**src/rtl/fpcmp_pkg.sv**
```systemverilog
package fpcmp_pkg;
  // Condition result layout: bit3 N, bit2 Z, bit1 C, bit0 V
  typedef logic [3:0] nzcv_t;

  localparam nzcv_t CODE_UNORD = 4'b0011;
  localparam nzcv_t CODE_EQUAL = 4'b0110;
  localparam nzcv_t CODE_LESS  = 4'b1000;
  localparam nzcv_t CODE_MORE  = 4'b0010;
endpackage

```
**src/rtl/fpcmp_classify.sv**
```systemverilog
module fpcmp_classify #(
  parameter int EXP_W = 8,
  parameter int MAN_W = 23
) (
  input  logic [EXP_W+MAN_W:0] word,
  output logic                 is_nan,
  output logic                 is_snan
);
  localparam int WORD_W = 1 + EXP_W + MAN_W;

  logic exp_ones;
  logic man_nz;

  assign exp_ones = &word[WORD_W-2:MAN_W];
  assign man_nz   = |word[MAN_W-1:0];
  assign is_nan   = exp_ones & man_nz;
  // quiet bit is the top mantissa bit
  assign is_snan  = is_nan & ~word[MAN_W-1];
endmodule

```
**src/rtl/fpcmp_order.sv**
```systemverilog
module fpcmp_order #(
  parameter int WORD_W = 32
) (
  input  logic [WORD_W-1:0] lhs,
  input  logic [WORD_W-1:0] rhs,
  output logic              same,
  output logic              below
);
  logic sign_l;
  logic sign_r;
  logic raw_lt;

  assign sign_l = lhs[WORD_W-1];
  assign sign_r = rhs[WORD_W-1];
  assign raw_lt = lhs < rhs;

  always_comb begin
    same  = (lhs == rhs) || ((lhs[WORD_W-2:0] | rhs[WORD_W-2:0]) == '0);
    below = 1'b0;
    if (!same) begin
      if (sign_l != sign_r) below = sign_l;
      else                  below = sign_l ^ raw_lt;
    end
  end
endmodule

```
**src/rtl/fp_compare_flags.sv**
```systemverilog
module fp_compare_flags #(
  parameter int EXP_W = 8,
  parameter int MAN_W = 23
) (
  input  logic                 clk,
  input  logic                 rst,
  input  logic [EXP_W+MAN_W:0] d_word,
  input  logic [EXP_W+MAN_W:0] m_word,
  input  logic                 zero_sel,
  input  logic                 sig_mode,
  output logic [3:0]           flags_q,
  output logic                 invalid_q
);
  import fpcmp_pkg::*;

  localparam int WORD_W = 1 + EXP_W + MAN_W;
  localparam int N_OPND = 2;

  logic [WORD_W-1:0] opnd [N_OPND];
  logic [N_OPND-1:0] nan_v;
  logic [N_OPND-1:0] snan_v;
  logic              same;
  logic              below;
  nzcv_t             flags_c;
  logic              invalid_c;

  assign opnd[0] = d_word;
  assign opnd[1] = zero_sel ? '0 : m_word;

  for (genvar gi = 0; gi < N_OPND; gi++) begin : g_cls
    fpcmp_classify #(.EXP_W(EXP_W), .MAN_W(MAN_W)) cls_i (
      .word    (opnd[gi]),
      .is_nan  (nan_v[gi]),
      .is_snan (snan_v[gi])
    );
  end

  fpcmp_order #(.WORD_W(WORD_W)) ord_i (
    .lhs   (opnd[0]),
    .rhs   (opnd[1]),
    .same  (same),
    .below (below)
  );

  always_comb begin
    invalid_c = (|snan_v) | (sig_mode & (|nan_v));
    if (|nan_v)     flags_c = CODE_UNORD;
    else if (same)  flags_c = CODE_EQUAL;
    else if (below) flags_c = CODE_LESS;
    else            flags_c = CODE_MORE;
  end

  always_ff @(posedge clk) begin
    if (rst) begin
      flags_q   <= '0;
      invalid_q <= 1'b0;
    end else begin
      flags_q   <= flags_c;
      invalid_q <= invalid_c;
    end
  end
endmodule

```
**config.mk**
```make
export PLATFORM = sky130hd
export DESIGN_NAME = fp_compare_flags
export DESIGN_NICKNAME = d
export VERILOG_FILES = /design/src/rtl/fpcmp_pkg.sv /design/src/rtl/fpcmp_classify.sv /design/src/rtl/fpcmp_order.sv /design/src/rtl/fp_compare_flags.sv
export SDC_FILE = /design/constraint.sdc
export NUM_CORES = 1
export LEC_CHECK = 0
export BUFFER_PORTS_ARGS = -buffer_cell sky130_fd_sc_hd__buf_2
export CAP_MARGIN = 10
export CORE_ASPECT_RATIO = 0.75
export CORE_MARGIN = 8
export CORE_UTILIZATION = 50
export DETAILED_ROUTE_END_ITERATION = 8
export GPL_TIMING_DRIVEN = 0
export HOLD_SLACK_MARGIN = 0.05
export PLACE_DENSITY = 0.92
export REMOVE_ABC_BUFFERS = 1
export SYNTH_ARGS = -nofsm -noshare
export SYNTH_HDL_FRONTEND = slang
export SYNTH_SLANG_ARGS = --single-unit
```
**constraint.sdc**
```tcl
create_clock -name clk -period 3.6 [get_ports clk]
set_clock_uncertainty 0.1 [all_clocks]
set_input_delay 0.18 -clock clk [delete_from_list [all_inputs] [get_ports clk]]
set_output_delay 0.18 -clock clk [all_outputs]
set_load 0.05 [all_outputs]
```
After elaboration in Yosys (flattened, before gate mapping)
Cells that the tools add are included.
W data, S select, Z words.
{ "totals": {"ff_bits": 5, "in_bits": 68, "out_inout_bits": 5, "word_cells": 33} }
{ "op_classes": {"n_lt_le_gt_ge": 1, "n_eq_ne": 2, "mux": 6, "bitwise_logic": 10, "n_reduce_logical": 10} }
{ "op_table": {"columns": ["op", "count"], "rows": [
  ["$reduce_or A23 Y1", 2],
  ["$eq A32 B32 Y1", 1],
  ["$lt A32 B32 Y1", 1],
  ["$mux W32", 1],
  ["$logic_not A31 Y1", 1],
  ["$or A31 B31 Y31", 1],
  ["$reduce_and A8 Y1", 2],
  ["$and A1 B1 Y1", 5],
  ["$mux W4", 1],
  ["$reduce_or A2 Y1", 2],
  ["$reduce_or A4 Y1", 1],
  ["$mux W3", 1],
  ["$reduce_or A3 Y1", 1],
  ["$mux W1", 2],
  ["$mux W2", 1],
  ["$not A1 Y1", 2],
  ["$logic_or A1 B1 Y1", 1],
  ["$ne A1 B1 Y1", 1],
  ["$or A1 B1 Y1", 1],
  ["$xor A1 B1 Y1", 1]
]} }

Logic depth before layout (Yosys ltp)
{ "depth": {"word_depth": 8, "ltp_mapped": 10} }

Hierarchy
Synthesis repeated with hierarchy kept, for this count alone.
{ "hier_totals": {"cells_unflattened": 272, "hier_area_um2": 1986.9} }
{ "by_module_without_submodules": {"columns": ["mod", "n_inst", "cells_per_inst", "area_each_um2"], "rows": [
  ["fpcmp_order", 1, 199, 1431.4],
  ["fp_compare_flags", 1, 49, 372.9],
  ["fpcmp_classify", 2, 12, 91.3]
]} }

Least setup slack after synthesis
Ideal clock, no wire load.
{ "synth_timing": {"kind": "input to register", "startpoint": "in zero_sel", "endpoint": "reg flags_q[1]", "arrival_time_ps": 2383, "required_time_ps": 3414, "setup_slack_ps": 1032, "path_stages": 9, "n_path_buf": 2, "path_cell_list": "clkbuf_1 -> clkbuf_1 -> nand2b_1 -> ha_1 -> or4_4 -> nor4_4 -> a32oi_1 -> and3_1 -> a211oi_1"} }
{ "synth_via": {"elab_chain_len": 8, "word_cells_on_any_way": 17, "classes_between": "order compare: 1; eq/ne: 2; mux: 6; bitwise: 3; reduce/logical: 5"} }
{ "synth_lines": {"columns": ["element", "line", "source"], "rows": [
  ["start: declaration", "fp_compare_flags.sv:9", "input logic zero_sel,"],
  ["$mux W32 (*)", "fp_compare_flags.sv:28", "assign opnd[1] = zero_sel ? '0 : m_word;"],
  ["$lt A32 B32 Y1 or $or A31 B31 Y31 (tied branches)", "fpcmp_order.sv:15, fpcmp_order.sv:18", null],
  ["$xor A1 B1 Y1 or $logic_not A31 Y1 (tied branches)", "fpcmp_order.sv:22, fpcmp_order.sv:18", null],
  ["$mux W1 or $logic_or A1 B1 Y1 (tied branches)", "fpcmp_order.sv:21, fpcmp_order.sv:18", null],
  ["$mux W1", "fpcmp_order.sv:20", "if (!same) begin"],
  ["$mux W4", "fp_compare_flags.sv:49", "else if (below) flags_c = CODE_LESS;"],
  ["$mux W3", "fp_compare_flags.sv:48", "else if (same) flags_c = CODE_EQUAL;"],
  ["$mux W2 (*)", "fp_compare_flags.sv:47", "if (|nan_v) flags_c = CODE_UNORD;"],
  ["end signal: assignment", "fp_compare_flags.sv:58", "flags_q <= flags_c;"],
  ["end: declaration", "fp_compare_flags.sv:11", "output logic [3:0] flags_q,"]
]} }
Mark *: on every way between the ends. The rest lies on a longest branch, timed or not.
A chain may end at the register's enable or synchronous reset.

Final worst setup path
Same ends and word-level chain as after synthesis.

==> out/results.txt <==
Buf+Inv Stages, Crit Path: 1
Number of instances in the synthesized netlist: 240
Die extent in x: 86.9 um
Fraction of layout cells with a size suffix above 1: 0.268
Power density cells: 160 nW/um^2
Headroom to the max-slew limit: 0.591
Violation count after the first detailed-routing iteration: 157
Critical path cell sequence: buf_2 > nand2b_1 > ha_1 > or4_4 > nor4b_2 > a21boi_0 > or4_1 > a2111oi_0 > a211oi_1
Post-CTS Hold Buffers: 0
Critical path's slowest cell: sky130_fd_sc_hd__or4_4
Top cell family by delay on the critical path: simple AND/OR/NAND/NOR gates
Synthesis warning total: 0
# resized after CTS: 0
Post-DR wirelength/cell: 15.5 um
Clock input transition at the sequential cells of the worst setup and hold paths: 0.03 ns
CP Capture Type: register
Hold_ws: 0.0763 ns
Final net count: 445
Final period demand of the worst path: 2.68 ns
Number of diodes added for antenna fixing: 0
Maximum root-to-sink buffer count: 2
Inserted Clock Buffers: 3
# rows: 19
RSZ-0062 raised after global routing: no
Total vias in the final route: 2030
Slew at the pin closest to its max-slew limit: 0.609 ns
Largest net degree at the start of global routing: 33
Core area: 3640 um^2
Area growth from synthesis to layout: 24.4%
Most common cell after layout, fill and taps aside: sky130_fd_sc_hd__buf_2
Sum of overflow across all layers after global routing: 0
Data required time of the worst path: 3.63 ns
Antenna violations before repair: 0
Placed wire-length estimate: 5030 um
TritonCTS clock tree: done
Buffers inserted by post-CTS timing repair: 0
Status: completed
Area of the mapped netlist: 1890 um^2
Vert. Die Dim: 69.2 um
Count of different cell masters after synthesis: 36
IO Count: 73
CTS root buffer: sky130_fd_sc_hd__clkbuf_8
First-pass GRT wire length: 8980 um
Final period utilization: 0.743
Maximum clock rate: 0.374 GHz
Overall die area: 6010 um^2
Average cell area after synthesis: 7.86 um^2
Total length of routed wires: 5640 um
Critical path peak fanout: 32
Post-route setup TNS: 0 ns
DRT Pass-1 Iters: 4
Antenna viol nets, final: 0
Hold Path Class: in2reg
Reported max-cap violation count: 0
Synthesized flop and latch total: 5
Count of final hold-check violations: 0
Crit path largest cell delay: 0.58 ns
Via count of the first global-routing pass: 2028
Kind of start point of the critical path: input pin
Starting Density: 0.518
Register cell area after layout: 100 um^2
Number of H-tree branching levels: 1
Count of pins over their slew limit: 0
Avg Vias per Cell: 5.56
Arrival time of the worst setup path: 2.70 ns
Standby leakage power: 1.25 nW
Most frequent cells in the layout: 72 x sky130_fd_sc_hd__buf_2, 63 x sky130_fd_sc_hd__ha_1, 42 x sky130_fd_sc_hd__inv_1
DRC violations left: 0
Number of filler instances in the final layout: 320
Final Wtd Congestion: 0.925
Combined area of the multi-input logic cells: 1620 um^2
Final setup violation count: 0
# port buffers: 72
Critical setup path kind: in2reg
Total global-route track usage: 0.181
Worst IR drop on VDD: 137 uV
Sink count of the clock tree: 5
Proportion of synthesized chip area in sequential cells: 0.0531
[path summary, 6_finish.rpt]
path                  from    endpoint  slack (ns)  depth (start not counted)
hold / removal         rst  flags_q[0]        0.08                          2
setup / recovery  zero_sel  flags_q[1]        0.92                          9
[flip-flops by register name, summed over array words and instances, names as in the netlist]
signal,count
invalid_q,1
flags_q,4
[stage by stage]
step | total power [mW] | util | std cells | area [um^2] | setup WS, ns
finish | 0.374 | 0.645 | 365 | 2340 | 0.925
CTS | 0.373 | 0.645 | 365 | 2340 | 0.954
floorplan | 0.178 | - | 237 | 1870 | 1.39
detailed placement | 0.267 | 0.632 | 361 | 2300 | 0.730
global placement | 0.257 | 0.632 | 361 | 2300 | 0.813
global route | 0.407 | 0.645 | 365 | 2340 | 0.765
[final cells by class]
class	count	share of cell area
Clock buffer	4	0.0192
Inverter	42	0.0672
Tap cell	52	0.0277
Multi-Input combinational cell	190	0.689
Sequential cell	5	0.0427
Timing Repair Buffer	72	0.154
[routing by layer]
| metal | vias to the layer above | part of all wire | wire length (um) | track usage |
|---|---|---|---|---|
| met5 | - | 0 | 0 | 0 |
| met4 | 0 | 0.011 | 63 | 0.0571 |
| met3 | 10 | 0.11 | 595 | 0.0462 |
| met2 | 99 | 0.46 | 2580 | 0.298 |
| met1 | 937 | 0.43 | 2400 | 0.221 |
| li1 | 984 | - | - | - |
[synth_stat cells]
master	instances	area, um^2
sky130_fd_sc_hd__nor2_1	9	33.8
sky130_fd_sc_hd__and2b_1	1	7.51
sky130_fd_sc_hd__nor4b_1	1	8.76
sky130_fd_sc_hd__a32oi_1	1	8.76
sky130_fd_sc_hd__nor4_4	1	21.3
sky130_fd_sc_hd__a21oi_1	10	50.1
sky130_fd_sc_hd__nor2b_1	5	31.3
sky130_fd_sc_hd__a221oi_2	1	15.0
sky130_fd_sc_hd__nor3_1	5	25.0
sky130_fd_sc_hd__or4b_4	1	13.8
sky130_fd_sc_hd__and3_1	1	6.26
sky130_fd_sc_hd__o21bai_1	3	22.5
sky130_fd_sc_hd__inv_1	42	158
sky130_fd_sc_hd__a21boi_0	1	7.51
sky130_fd_sc_hd__a21o_2	1	8.76
sky130_fd_sc_hd__and2_4	1	8.76
sky130_fd_sc_hd__or4_4	3	33.8
sky130_fd_sc_hd__nor4b_2	1	15.0
sky130_fd_sc_hd__o31ai_1	2	15.0
sky130_fd_sc_hd__nand3b_1	1	7.51
sky130_fd_sc_hd__nand2_1	4	15.0
sky130_fd_sc_hd__dfxtp_1	5	100
sky130_fd_sc_hd__nand4_1	13	81.3
sky130_fd_sc_hd__a31oi_1	1	6.26
sky130_fd_sc_hd__a211oi_1	3	22.5
sky130_fd_sc_hd__or4_1	3	22.5
sky130_fd_sc_hd__clkbuf_1	3	11.3
sky130_fd_sc_hd__a221o_1	1	10.0
sky130_fd_sc_hd__a2111oi_0	2	17.5
sky130_fd_sc_hd__ha_1	63	788
sky130_fd_sc_hd__o21ai_0	5	25.0
sky130_fd_sc_hd__a211o_1	1	8.76
sky130_fd_sc_hd__nand3_1	2	10.0
sky130_fd_sc_hd__o22ai_1	1	6.26
sky130_fd_sc_hd__nor4_1	12	75.1
sky130_fd_sc_hd__nand2b_1	30	188
[kinds of logic after synthesis]
logic type	share of synthesized area
AND/OR/NAND/NOR	0.320
adder cells (fa/ha/maj)	0.418
buffers and inverters	0.0896
AO/OA/AOI/OAI	0.119
flip-flops	0.0531
[power breakdown]
group / switching [mW] / internal, mW
sequential: 0.000352 / 0.0581
clock: 0.0263 / 0.0759
combinational: 0.120 / 0.0938
Note: power is estimated with default switching activity, not from simulation.
